## src/rtl/xchg_pkg.sv

```systemverilog
// Shared types for the bus exchanger.
// Assumes: nothing beyond IEEE 1800-2017.
package xchg_pkg;
    // Registered direction and select controls.
    typedef struct packed {
        logic sel_b1;   // 1: A shows the 1B capture register
        logic oe_a_n;   // active-low A enable
        logic oe_b_n;   // active-low B enable
    } xchg_ctrl_t;

    // Control value after reset: 1B selected, both sides undriven.
    localparam xchg_ctrl_t CTRL_RESET = '{sel_b1: 1'b1, oe_a_n: 1'b1, oe_b_n: 1'b1};
endpackage

```

## src/rtl/xchg_a2b_path.sv

```systemverilog
// A-to-B direction: two-stage pipe toward 1B and one register toward 2B.
// Assumes: synchronous active-low reset. Both pipe stages advance only
// when ld_a1_n is low, so a word loaded there pairs with the next 2B load.
module xchg_a2b_path #(
    parameter int WORD_W = 12,
    parameter int PIPE_STAGES = 2
) (
    input  logic              clk,
    input  logic              rst_n,
    input  logic [WORD_W-1:0] a_in,
    input  logic              ld_a1_n,
    input  logic              ld_a2_n,
    output logic [WORD_W-1:0] b1_q,
    output logic [WORD_W-1:0] b2_q
);
    localparam int LAST = PIPE_STAGES - 1;

    logic [WORD_W-1:0] stage [PIPE_STAGES];

    // Purpose: each stage loads from its upstream neighbour on an enabled edge.
    for (genvar s = 0; s < PIPE_STAGES; s++) begin : g_stage
        always_ff @(posedge clk) begin
            if (!rst_n)
                stage[s] <= '0;
            else if (!ld_a1_n)
                stage[s] <= (s == 0) ? a_in : stage[(s == 0) ? 0 : s-1];
        end
    end

    // Purpose: single register toward 2B.
    always_ff @(posedge clk) begin
        if (!rst_n)
            b2_q <= '0;
        else if (!ld_a2_n)
            b2_q <= a_in;
    end

    assign b1_q = stage[LAST];
endmodule

```

## src/rtl/xchg_b2a_path.sv

```systemverilog
// B-to-A direction: one capture register per B half and a select mux.
// Assumes: synchronous active-low reset; sel_q comes from the control register.
module xchg_b2a_path #(
    parameter int WORD_W = 12
) (
    input  logic              clk,
    input  logic              rst_n,
    input  logic [WORD_W-1:0] b1_in,
    input  logic [WORD_W-1:0] b2_in,
    input  logic              ld_b1_n,
    input  logic              ld_b2_n,
    input  logic              sel_q,
    output logic [WORD_W-1:0] a_q
);
    logic [WORD_W-1:0] cap1, cap2;

    // Purpose: capture the 1B half when its enable is low.
    always_ff @(posedge clk) begin
        if (!rst_n)
            cap1 <= '0;
        else if (!ld_b1_n)
            cap1 <= b1_in;
    end

    // Purpose: capture the 2B half when its enable is low.
    always_ff @(posedge clk) begin
        if (!rst_n)
            cap2 <= '0;
        else if (!ld_b2_n)
            cap2 <= b2_in;
    end

    // Purpose: route the chosen capture register toward A.
    always_comb a_q = sel_q ? cap1 : cap2;
endmodule

```

## src/rtl/xchg_ctrl_regs.sv

```systemverilog
// Registers the select and both output enables so direction changes on a clock edge.
// Assumes: synchronous active-low reset to 1B selected and both sides undriven.
module xchg_ctrl_regs (
    input  logic clk,
    input  logic rst_n,
    input  logic sel_b1,
    input  logic oe_a_n,
    input  logic oe_b_n,
    output logic sel_q,
    output logic a_drive,
    output logic b_drive
);
    import xchg_pkg::*;

    xchg_ctrl_t ctrl_q;

    // Purpose: sample the controls on every edge.
    always_ff @(posedge clk) begin
        if (!rst_n)
            ctrl_q <= CTRL_RESET;
        else
            ctrl_q <= '{sel_b1: sel_b1, oe_a_n: oe_a_n, oe_b_n: oe_b_n};
    end

    assign sel_q   = ctrl_q.sel_b1;
    assign a_drive = ~ctrl_q.oe_a_n;
    assign b_drive = ~ctrl_q.oe_b_n;
endmodule

```

## src/rtl/wide_bus_xchg.sv

```systemverilog
// Top of the registered narrow-to-wide bus exchanger.
// Assumes: one clock; synchronous active-low reset; tri-state pins modelled
// as separate in/out buses plus an active-high drive flag per side.
module wide_bus_xchg #(
    parameter int WORD_W = 12
) (
    input  logic              clk,
    input  logic              rst_n,
    input  logic [WORD_W-1:0] a_in,
    output logic [WORD_W-1:0] a_out,
    output logic              a_drive,
    input  logic [WORD_W-1:0] b1_in,
    output logic [WORD_W-1:0] b1_out,
    input  logic [WORD_W-1:0] b2_in,
    output logic [WORD_W-1:0] b2_out,
    output logic              b_drive,
    input  logic              ld_a1_n,
    input  logic              ld_a2_n,
    input  logic              ld_b1_n,
    input  logic              ld_b2_n,
    input  logic              sel_b1,
    input  logic              oe_a_n,
    input  logic              oe_b_n
);
    logic sel_q;

    xchg_ctrl_regs u_ctrl (
        .clk(clk), .rst_n(rst_n), .sel_b1(sel_b1), .oe_a_n(oe_a_n),
        .oe_b_n(oe_b_n), .sel_q(sel_q), .a_drive(a_drive), .b_drive(b_drive)
    );

    xchg_a2b_path #(.WORD_W(WORD_W), .PIPE_STAGES(2)) u_a2b (
        .clk(clk), .rst_n(rst_n), .a_in(a_in), .ld_a1_n(ld_a1_n),
        .ld_a2_n(ld_a2_n), .b1_q(b1_out), .b2_q(b2_out)
    );

    xchg_b2a_path #(.WORD_W(WORD_W)) u_b2a (
        .clk(clk), .rst_n(rst_n), .b1_in(b1_in), .b2_in(b2_in),
        .ld_b1_n(ld_b1_n), .ld_b2_n(ld_b2_n), .sel_q(sel_q), .a_q(a_out)
    );
endmodule

```

## config.mk

```make
export PLATFORM = sky130hd
export DESIGN_NAME = wide_bus_xchg
export DESIGN_NICKNAME = d
export VERILOG_FILES = /design/src/rtl/xchg_pkg.sv /design/src/rtl/xchg_a2b_path.sv /design/src/rtl/xchg_b2a_path.sv /design/src/rtl/xchg_ctrl_regs.sv /design/src/rtl/wide_bus_xchg.sv
export SDC_FILE = /design/constraint.sdc
export NUM_CORES = 1
export LEC_CHECK = 0
export ABC_AREA = 1
export ABC_CLOCK_PERIOD_IN_PS = 3580
export BUFFER_PORTS_ARGS = -buffer_cell sky130_fd_sc_hd__buf_2
export CAP_MARGIN = 0
export CORE_UTILIZATION = 54
export CTS_CLUSTER_SIZE = 16
export DETAILED_ROUTE_END_ITERATION = 7
export GPL_ROUTABILITY_DRIVEN = 0
export MAX_ROUTING_LAYER = met4
export PLACE_DENSITY = 0.9
export SLEW_MARGIN = 5
export SYNTH_ARGS = -nofsm -noshare
export SYNTH_HDL_FRONTEND = slang
export SYNTH_SLANG_ARGS = --single-unit
```

## constraint.sdc

```tcl
create_clock -name clk -period 3.58 [get_ports clk]
set_input_delay 0.537 -clock clk [delete_from_list [all_inputs] [get_ports clk]]
set_output_delay 0.537 -clock clk [all_outputs]
set_load 0.005 [all_outputs]
```

# [Yosys cells after proc, flatten, opt, wreduce, memory -nomap -nowiden]
# Memories as Yosys holds them, arrays and structs flattened.
# Index checks and enable logic that the tools add are counted.
[classes] mux=7 n_bitwise=4
[op_table] operator="2-to-1 mux 12 bit" count=3
[op_table] operator="2-to-1 mux 1 bit" count=4
[op_table] operator="inverter 1 bit" count=2
[op_table] operator="OR 1 bit" count=2
[word_totals] ff_bits=39 ramBits=24 input_bits=45 out_inout_bits=38 elab_cells=18 n_memories=1
[mem_list] name="u_a2b.stage" depth=2 width=12 read_ports=2 rd_clocked_by_memory_dff=0 wr=2 line_no="xchg_a2b_path.sv:18" text="logic [WORD_W-1:0] stage [PIPE_STAGES];"

# [Longest topological paths before layout]
# Gate-level depths: netlist (run 1).
[logic_depth] depth_word=4 ltp_mapped=4 mapped_depth_nobuf=4

# [Modules after synthesis]
# From an unflattened synthesis (run 1), not the netlist that was laid out.
[hier_totals] cells_unflattened=339 area_unflattened_um2=2631.3
[by_module_without_submodules] module="xchg_a2b_path" n_inst=1 cells_per_inst=152 area_each_um2=1422.6 seq_area_each_um2=960.9
[by_module_without_submodules] module="xchg_b2a_path" n_inst=1 cells_per_inst=176 area_each_um2=1118.6 seq_area_each_um2=480.5
[by_module_without_submodules] module="xchg_ctrl_regs" n_inst=1 cells_per_inst=11 area_each_um2=90.1 seq_area_each_um2=60.1

# [Least setup slack after synthesis (run 1)]
# OpenSTA, ideal clock, no wires.
[synth_path] path_kind="input to register" startpoint="in rst_n" endpoint="mem u_a2b.stage[0][0], enable pin" setup_time_ns=0.381 arrival_time_ns=1.365 required_time_ns=3.199 path_slack_ns=1.834 cell_stages=3 n_path_buf=2 path_cell_list="buf_4 > buf_4 > nand2_1"
[synth_rtl] element="from (decl)" line_no="wide_bus_xchg.sv:8" text="input logic rst_n,"
[synth_rtl] element="to (decl)" line_no="xchg_a2b_path.sv:18"

# [Worst setup path after layout (run 1)]
[layout_path] startpoint="reg u_ctrl.ctrl_q, in the netlist u_ctrl.sel_q" endpoint="out a_out[7]"
[layout_via] elab_chain_cells=1
[layout_lines] element="from (decl)" line_no="xchg_ctrl_regs.sv:15" text="xchg_ctrl_t ctrl_q;"
[layout_lines] element="from (signal assigned)" line_no="xchg_ctrl_regs.sv:22" text="ctrl_q <= '{sel_b1: sel_b1, oe_a_n: oe_a_n, oe_b_n: oe_b_n};"
[layout_lines] element="2-to-1 mux 12 bit" line_no="xchg_b2a_path.sv:34" text="always_comb a_q = sel_q ? cap1 : cap2;"
[layout_lines] element="to (decl)" line_no="wide_bus_xchg.sv:10" text="output logic [WORD_W-1:0] a_out,"
# Every way passes these cells.

==> results of run 1 <==
[area by class of cell]
cell class              count  share of cell area
flip-flops and latches     63              0.4666
multi-input cells         197              0.2422
repair buffers             83              0.1299
inverters                  66             0.07698
clock buffers               9             0.03849
well taps                  67             0.02605
clock inverters             7             0.01983
[stage by stage]
step	instances	setup slack [ns]	hold slack, ns	total power [mW]
detailed placement	476	1.835	0.4954	1.000
finish	492	1.664	0.3849	1.560
floorplan	341	1.834	0.4842	0.9354
CTS	492	1.662	0.3723	1.574
global route	492	1.504	0.3809	1.628
global placement	476	1.898	0.4891	0.9929
[sequential cells by signal, summed over array words and instances (netlist names)]
register	count
u_ctrl.sel_q	1
u_ctrl.ctrl_q	2
u_a2b.stage	24
u_a2b.b2_q	12
u_b2a.cap2	12
u_b2a.cap1	12
[layout by cell type (no fill, tap or decap)]
| cell type | netlist | layout |
|---|---|---|
| buf_4 | 5 | 1 |
| nand2_4 | 1 | 1 |
| edfxtp_1 | 24 | 24 |
| buf_2 | 2 | 82 |
| dfxtp_1 | 39 | 39 |
| clkinvlp_4 | 0 | 2 |
| o21ai_0 | 12 | 12 |
| nand2_1 | 88 | 88 |
| nor2_2 | 7 | 7 |
| clkinv_1 | 0 | 1 |
| clkbuf_8 | 0 | 9 |
| clkinv_2 | 0 | 3 |
| nor2_1 | 89 | 89 |
| inv_1 | 66 | 66 |
| bufinv_16 | 0 | 1 |
[final timing paths]
kind                                        start                 to  cells past startpoint
worst max-delay path                 u_ctrl.sel_q           a_out[7]                      3
worst min-delay path                       oe_a_n   u_ctrl.ctrl_q[1]                      3
worst max register to register  u_a2b.stage[0][8]  u_a2b.stage[1][8]                      2
worst min register to register      u_a2b.b2_q[7]      u_a2b.b2_q[7]                      4
[cells by family after synthesis]
| kind of cell | Yosys count | synth area share |
|---|---|---|
| compound gates | 12 | 0.02253 |
| buf+inv | 81 | 0.1445 |
| flops | 63 | 0.5631 |
| simple gates | 185 | 0.2698 |
[power by group through the flow]
stage / sequential [mW] / clock, mW / combinational (mW)
floorplan: 0.827 / 0 / 0.108
global placement: 0.830 / 0 / 0.163
detailed placement: 0.832 / 0 / 0.168
CTS: 0.816 / 0.587 / 0.170
global route: 0.821 / 0.614 / 0.193
finish: 0.816 / 0.574 / 0.169
[critical path: cells and delay by family (launching register included)]
family | cells | cell delay (ns)
AOI/OAI and AO/OA | 1 | 0.09
DFF | 1 | 0.70
buffers and inverters | 1 | 0.14
and+or+nand+nor | 1 | 0.12
[layer usage]
metal	GRT usage	part of all wire
met1	0.2468	0.45
met2	0.3094	0.47
met3	0.04444	0.049
met4	0.1329	0.030
met5	-	0
==> flow_summary.json, run 1 <==
{
  "status": "finished, final reports clean",
  "avgRoutedWirePerCell_um": 10.31,
  "p_per_area_nw_per_um2": 484.6,
  "crit_slowest_cell": "dfxtp_1",
  "arrival_ns": 1.38,
  "numCtsBuffers": 9,
  "wl_mm": 5.071,
  "synth-seq-cells": 63,
  "cp-start-kind": "flip-flop",
  "netSwitchingFraction": 0.2429,
  "required_ns": 3.04,
  "ys.flop_type": "dfxtp_1",
  "fp-row-count": 25,
  "fin_setup_tns_ns": 0,
  "clkPwrFrac": 0.368,
  "async_reset_ff_frac": 0,
  "synth_area_um2": 2666,
  "worstPathCellList": "nand2_1 > o21ai_0 > buf_2",
  "ir_drop_uv": 389.5,
  "clk_pin_slew_worst_paths_ns": 0.07,
  "grt_use_total": 0.2044,
  "antenna_cells": 0,
  "crit_fanout": 24,
  "combPwrFrac": 0.109,
  "clock_sinks": 63,
  "hold_viol_final": 0,
  "io_pins": 83,
  "period_needed_ns": 1.916,
  "htree_levels": 3,
  "grt_antenna_before_repair": 0,
  "synth_top_cell_area_share": 0.2928,
  "postSynthAreaPerCell_um2": 7.819,
  "clk_latency_ns": 0.33,
  "die_h_um": 72.27,
  "synthTopCellsByCount": "nor2_1, nand2_1, inv_1, dfxtp_1, edfxtp_1",
  "grt-ovfl-total": 0,
  "final.period_utilization": 0.5351,
  "fp.dieW_um": 72.27,
  "viasPerCell": 4.262,
  "fin_skew_ns": 0.004394,
  "hold_class": "in -> reg",
  "grt_first_pass_wirelength_mm": 7.672,
  "syn-num-nets": 386,
  "cap_violations": 0,
  "maxSlewViolCount": 0,
  "synth_most_common_cell": "nor2_1",
  "clock_path_buffers": 2,
  "drt-initial-drc-count": 104,
  "fill_cells": 396,
  "ctsResizeCount": 0,
  "cts_tree": "done",
  "endpoint_kind": "output port",
  "post-cts-setup-buffer-count": 0,
  "power.leakage_nw": 1.748,
  "port_buffers": 82,
  "rsz0062_at_grt": "false",
  "final_cell_area_um2": 3218,
  "synthCells": 341,
  "grt_max_degree": 41,
  "floorplan.initialDensity": 0.5645,
  "yosysUniqueCellTypes": 11,
  "worstSetupPathType": "reg -> out",
  "fin_util": 0.6813,
  "p_switching_mw": 0.3788,
  "die_area_um2": 5223,
  "p_seq_frac": 0.523,
  "drc": 0,
  "slew_headroom": 0.3865,
  "yosys-top-cells-area": "dfxtp_1, edfxtp_1, nor2_1, nand2_1, inv_1",
  "max_stage_delay_ns": 0.70,
  "nets": 465,
  "timing.fmax_mhz": 522.0,
  "area_growth_pct": 20.69,
  "grt_pass1_vias": 1733,
  "core_um2": 4723,
  "vias": 2097,
  "yosysSeqAreaShare": 0.5631,
  "detail-route-antenna-nets": 0,
  "drive_above_1_share": 0.2494,
  "worst_pin_slew_ns": 0.9181,
  "register_area_um2": 1501,
  "cts_hold_buf": 0,
  "r2r_slack_ns": 2.84,
  "p_int_mw": 1.181,
  "first_pass_iters": 4,
  "placed_cell_area_um2": 3030,
  "multiInputGateArea_um2": 779.5,
  "setup_viol": 0,
  "yosysWarnings": 0,
  "yosysTopAreaCell": "dfxtp_1",
  "cts_root_buffer": "clkbuf_8",
  "synth-edff-count": 24,
  "hpwl_mm": 3.544
}
Power figures use the tool's default switching activity.
==> run 2, diff against run 1 <==
ABC_CLOCK_PERIOD_IN_PS = 1900   (was 3580)
CORE_UTILIZATION = 50   (was 54)
PLACE_DENSITY = 0.84   (was 0.9)
clock period = 1.9 ns   (was 3.58 ns; I/O delays follow)
==> flow_summary.json, run 2 (synthesis results as in run 1) <==
{
  "detail-route-antenna-nets": 0,
  "fp.dieW_um": 75.03,
  "layout_commonest_cell": "nor2_1",
  "numCtsBuffers": 9,
  "drive_above_1_share": 0.2512,
  "fin_setup_tns_ns": 0,
  "vias": 2143,
  "final_cell_mix": "nor2_1, nand2_1, buf_2",
  "finalPower_mw": 3.126,
  "nets": 466,
  "regMostFlops": "u_a2b.stage",
  "clock_path_buffers": 2,
  "setup_ws_ns": 0.1734,
  "cts_hold_buf": 0,
  "clock_sinks": 63,
  "cts_tree": "done",
  "viasPerCell": 4.321,
  "die_h_um": 75.03,
  "multiInputGateArea_um2": 779.5,
  "ir_drop_uv": 487.7,
  "slew_headroom": 0.6023,
  "floorplan.initialDensity": 0.5220,
  "whs_path_depth": 3,
  "largest_register_ffs": 24,
  "grt_max_degree": 30,
  "cts_root_buffer": "clkbuf_8",
  "first_pass_iters": 4,
  "fill_cells": 485,
  "pre_cts_slack_ns": 0.6121,
  "r2r_slack_ns": 1.16,
  "maxSlewViolCount": 0,
  "antenna_cells": 0,
  "period_needed_ns": 1.727,
  "grt-ovfl-total": 0,
  "crit_fanout": 24,
  "r2r-start": "u_a2b.stage[0][5]",
  "hpwl_mm": 3.616,
  "power.leakage_nw": 1.763,
  "worst_pin_slew_ns": 0.5957,
  "die_area_um2": 5629,
  "rr_worst_depth": 2,
  "fin_skew_ns": 0.004604,
  "hold_class": "in -> reg",
  "status": "finished, final reports clean",
  "register_area_um2": 1501,
  "p_per_area_nw_per_um2": 958.4,
  "wl_mm": 5.192,
  "grt_antenna_before_repair": 0,
  "min_to": "u_ctrl.ctrl_q[0]",
  "core_um2": 5107,
  "endpoint_kind": "output port",
  "arrival_ns": 1.44,
  "avgRoutedWirePerCell_um": 10.47,
  "post-cts-setup-buffer-count": 0,
  "drt-initial-drc-count": 86,
  "worstSetupPathType": "reg -> out",
  "cp-start-kind": "flip-flop",
  "r2r_end": "u_a2b.stage[1][5]",
  "ctsResizeCount": 0,
  "rsz0062_at_grt": "false",
  "port_buffers": 82,
  "hold_viol_final": 0,
  "grt_first_pass_wirelength_mm": 8.135,
  "required_ns": 1.62,
  "htree_levels": 3,
  "fp-row-count": 26,
  "clk_pin_slew_worst_paths_ns": 0.07,
  "timing.fmax_mhz": 579.2,
  "clk_latency_ns": 0.33,
  "hp-start": "oe_b_n",
  "grt_pass1_vias": 1838,
  "io_pins": 83,
  "grt_use_total": 0.2064,
  "drc": 0,
  "area_growth_pct": 22.34,
  "final.period_utilization": 0.9087,
  "setup_viol": 0,
  "cap_violations": 0
}
## run 2: cell count changes in the layout (fill, tap and decap cells not counted)
cell | before | now
buf_4 | 1 | 2
bufinv_16 | 1 | 2
clkinv_2 | 3 | 0
clkinv_4 | 0 | 1
inv_6 | 0 | 1
## run 2: layout make-up
cell class | count | share of cell area
Clock buffer | 9 | 0.03797
Clock inverter | 7 | 0.02954
Inverter | 66 | 0.07595
Multi-Input combinational cell | 197 | 0.2390
Sequential cell | 63 | 0.4603
Tap cell | 70 | 0.02685
Timing Repair Buffer | 84 | 0.1304
## run 2: critical path: stages, from the launching register on
cell     delay (ns)
dfxtp_1        0.70
nand2_1        0.14
o21ai_0        0.12
buf_2          0.15
## run 2: how the worst max path moves through the flow
stage,slack (ns),to,from,depth (start not counted)
final,0.17,a_out[0],u_ctrl.sel_q,3
after global routing,0.03,a_out[0],u_ctrl.sel_q,3
after CTS,0.15,a_out[0],u_ctrl.sel_q,3
after detailed placement,0.61,a_out[0],u_ctrl.sel_q,3
after global placement,0.68,a_out[8],u_ctrl.sel_q,2
after floorplan,0.41,u_a2b.stage[0][0],rst_n,3
## run 2: report_power, final
| part | internal [mW] | switching (mW) | total [mW] |
|---|---|---|---|
| Clock | 0.740 | 0.528 | 1.27 |
| Combinational | 0.135 | 0.186 | 0.320 |
| Sequential | 1.50 | 0.0405 | 1.54 |
| Total | 2.37 | 0.754 | 3.13 |
## run 2: layer usage
metal  GRT usage  wire (µm)
met1      0.2543       2477
met2      0.3193       2427
met3     0.05622        177
met4     0.08805        109
met5           -          0
## run 2: through the flow
step,util,instances,area [µm²],hold slack [ns]
2_1_floorplan,-,341,2666,0.3698
4_1_cts,0.6387,496,3262,0.1246
5_1_grt,0.6387,496,3262,0.1240
6_report,0.6387,496,3262,0.1331
3_3_place_gp,0.5955,480,3042,0.4596
3_5_place_dp,0.5955,480,3042,0.4677
==> run 3, diff against run 2 <==
CORE_UTILIZATION = 45   (was 50)
HOLD_SLACK_MARGIN = 0.12   (was unset)
MAX_ROUTING_LAYER = unset   (was met4)
PLACE_DENSITY = 0.78   (was 0.84)
==> flow_summary.json, run 3 (synthesis results as in run 1) <==
{
  "ctsResizeCount": 0,
  "cap_violations": 0,
  "arrival_ns": 1.40,
  "hold_viol_final": 0,
  "fp-row-count": 27,
  "fp.dieW_um": 78.98,
  "hold_class": "in -> reg",
  "drc": 0,
  "layout_commonest_cell": "nor2_1",
  "period_needed_ns": 1.687,
  "cts_tree": "done",
  "final.period_utilization": 0.8878,
  "post-cts-setup-buffer-count": 0,
  "rsz0062_at_grt": "false",
  "slew_headroom": 0.5919,
  "setup_viol": 0,
  "final_cell_mix": "nor2_1, nand2_1, buf_2",
  "cts_root_buffer": "clkbuf_8",
  "core_um2": 5608,
  "first_pass_iters": 4,
  "grt_use_total": 0.1704,
  "drive_above_1_share": 0.2488,
  "timing.fmax_mhz": 592.9,
  "port_buffers": 82,
  "regMostFlops": "u_a2b.stage",
  "viasPerCell": 4.237,
  "largest_register_ffs": 24,
  "grt_max_degree": 36,
  "power.leakage_nw": 1.750,
  "endpoint_kind": "output port",
  "fin_skew_ns": 0.004681,
  "pre_cts_slack_ns": 0.5535,
  "grt_antenna_before_repair": 1,
  "vias": 2110,
  "nets": 466,
  "grt-ovfl-total": 0,
  "clk_latency_ns": 0.32,
  "required_ns": 1.62,
  "maxSlewViolCount": 0,
  "status": "finished, final reports clean",
  "numCtsBuffers": 9,
  "floorplan.initialDensity": 0.4755,
  "detail-route-antenna-nets": 0,
  "grt_pass1_vias": 1853,
  "clk_pin_slew_worst_paths_ns": 0.07,
  "antenna_cells": 0,
  "p_per_area_nw_per_um2": 912.6,
  "ir_drop_uv": 537.6,
  "worstSetupPathType": "reg -> out",
  "setup_ws_ns": 0.2133,
  "clock_path_buffers": 2,
  "clock_sinks": 63,
  "htree_levels": 3,
  "worst_pin_slew_ns": 0.6113,
  "fill_cells": 559,
  "fin_setup_tns_ns": 0,
  "grt_first_pass_wirelength_mm": 8.142,
  "cts_hold_buf": 0,
  "drt-initial-drc-count": 80,
  "area_growth_pct": 21.30,
  "wl_mm": 5.012,
  "cp-start-kind": "flip-flop",
  "die_h_um": 78.98,
  "hpwl_mm": 3.641,
  "die_area_um2": 6237,
  "io_pins": 83,
  "avgRoutedWirePerCell_um": 10.06,
  "crit_fanout": 24
}
==> run 3: stage by stage <==
| stage | total power [mW] | cells | hold WS (ns) | cell area (µm²) | utilization |
|---|---|---|---|---|---|
| 2_1_floorplan | 1.762 | 341 | 0.3698 | 2666 | - |
| 4_1_cts | 2.983 | 498 | 0.1294 | 3234 | 0.5768 |
| 5_1_grt | 3.093 | 498 | 0.1320 | 3234 | 0.5768 |
| 3_3_place_gp | 1.873 | 482 | 0.4613 | 3044 | 0.5428 |
| 6_report | 2.952 | 498 | 0.1418 | 3234 | 0.5768 |
| 3_5_place_dp | 1.884 | 482 | 0.4606 | 3044 | 0.5428 |
==> run 3: power by group <==
group	switching [mW]	total [mW]	internal, mW
Combinational	0.182	0.316	0.135
Sequential	0.0381	1.54	1.50
Clock	0.498	1.10	0.602
Total	0.718	2.95	2.23
==> run 3: cell type report <==
cell class / count / area, µm² / area share
Timing Repair Buffer: 84 / 425.4 / 0.1315
Inverter: 66 / 247.7 / 0.07660
Multi-Input combinational cell: 197 / 779.5 / 0.2410
Clock inverter: 6 / 62.56 / 0.01934
Tap cell: 72 / 90.09 / 0.02785
Clock buffer: 10 / 127.6 / 0.03946
Sequential cell: 63 / 1501 / 0.4642
==> run 3: worst max-delay path, stage by stage, from the launching register on <==
cell and delay, ns:
dfxtp_1 0.71, nand2_1 0.15, o21ai_0 0.09, buf_2 0.13
==> run 3: path summary, 6_finish.rpt <==
kind                                   startpoint                 to  slack (ns)  depth (start not counted)
worst min-delay path                       oe_a_n   u_ctrl.ctrl_q[1]        0.14                          3
worst max register to register  u_a2b.stage[0][5]  u_a2b.stage[1][5]        1.19                          2
worst min register to register      u_a2b.b2_q[2]      u_a2b.b2_q[2]        0.51                          4
worst max-delay path                 u_ctrl.sel_q           a_out[4]        0.21                          3
==> run 3: routing by layer <==
metal / track usage / wire, µm
met5: 0 / 11
met4: 0.09455 / 106
met3: 0.04253 / 227
met2: 0.2629 / 2271
met1: 0.2181 / 2394
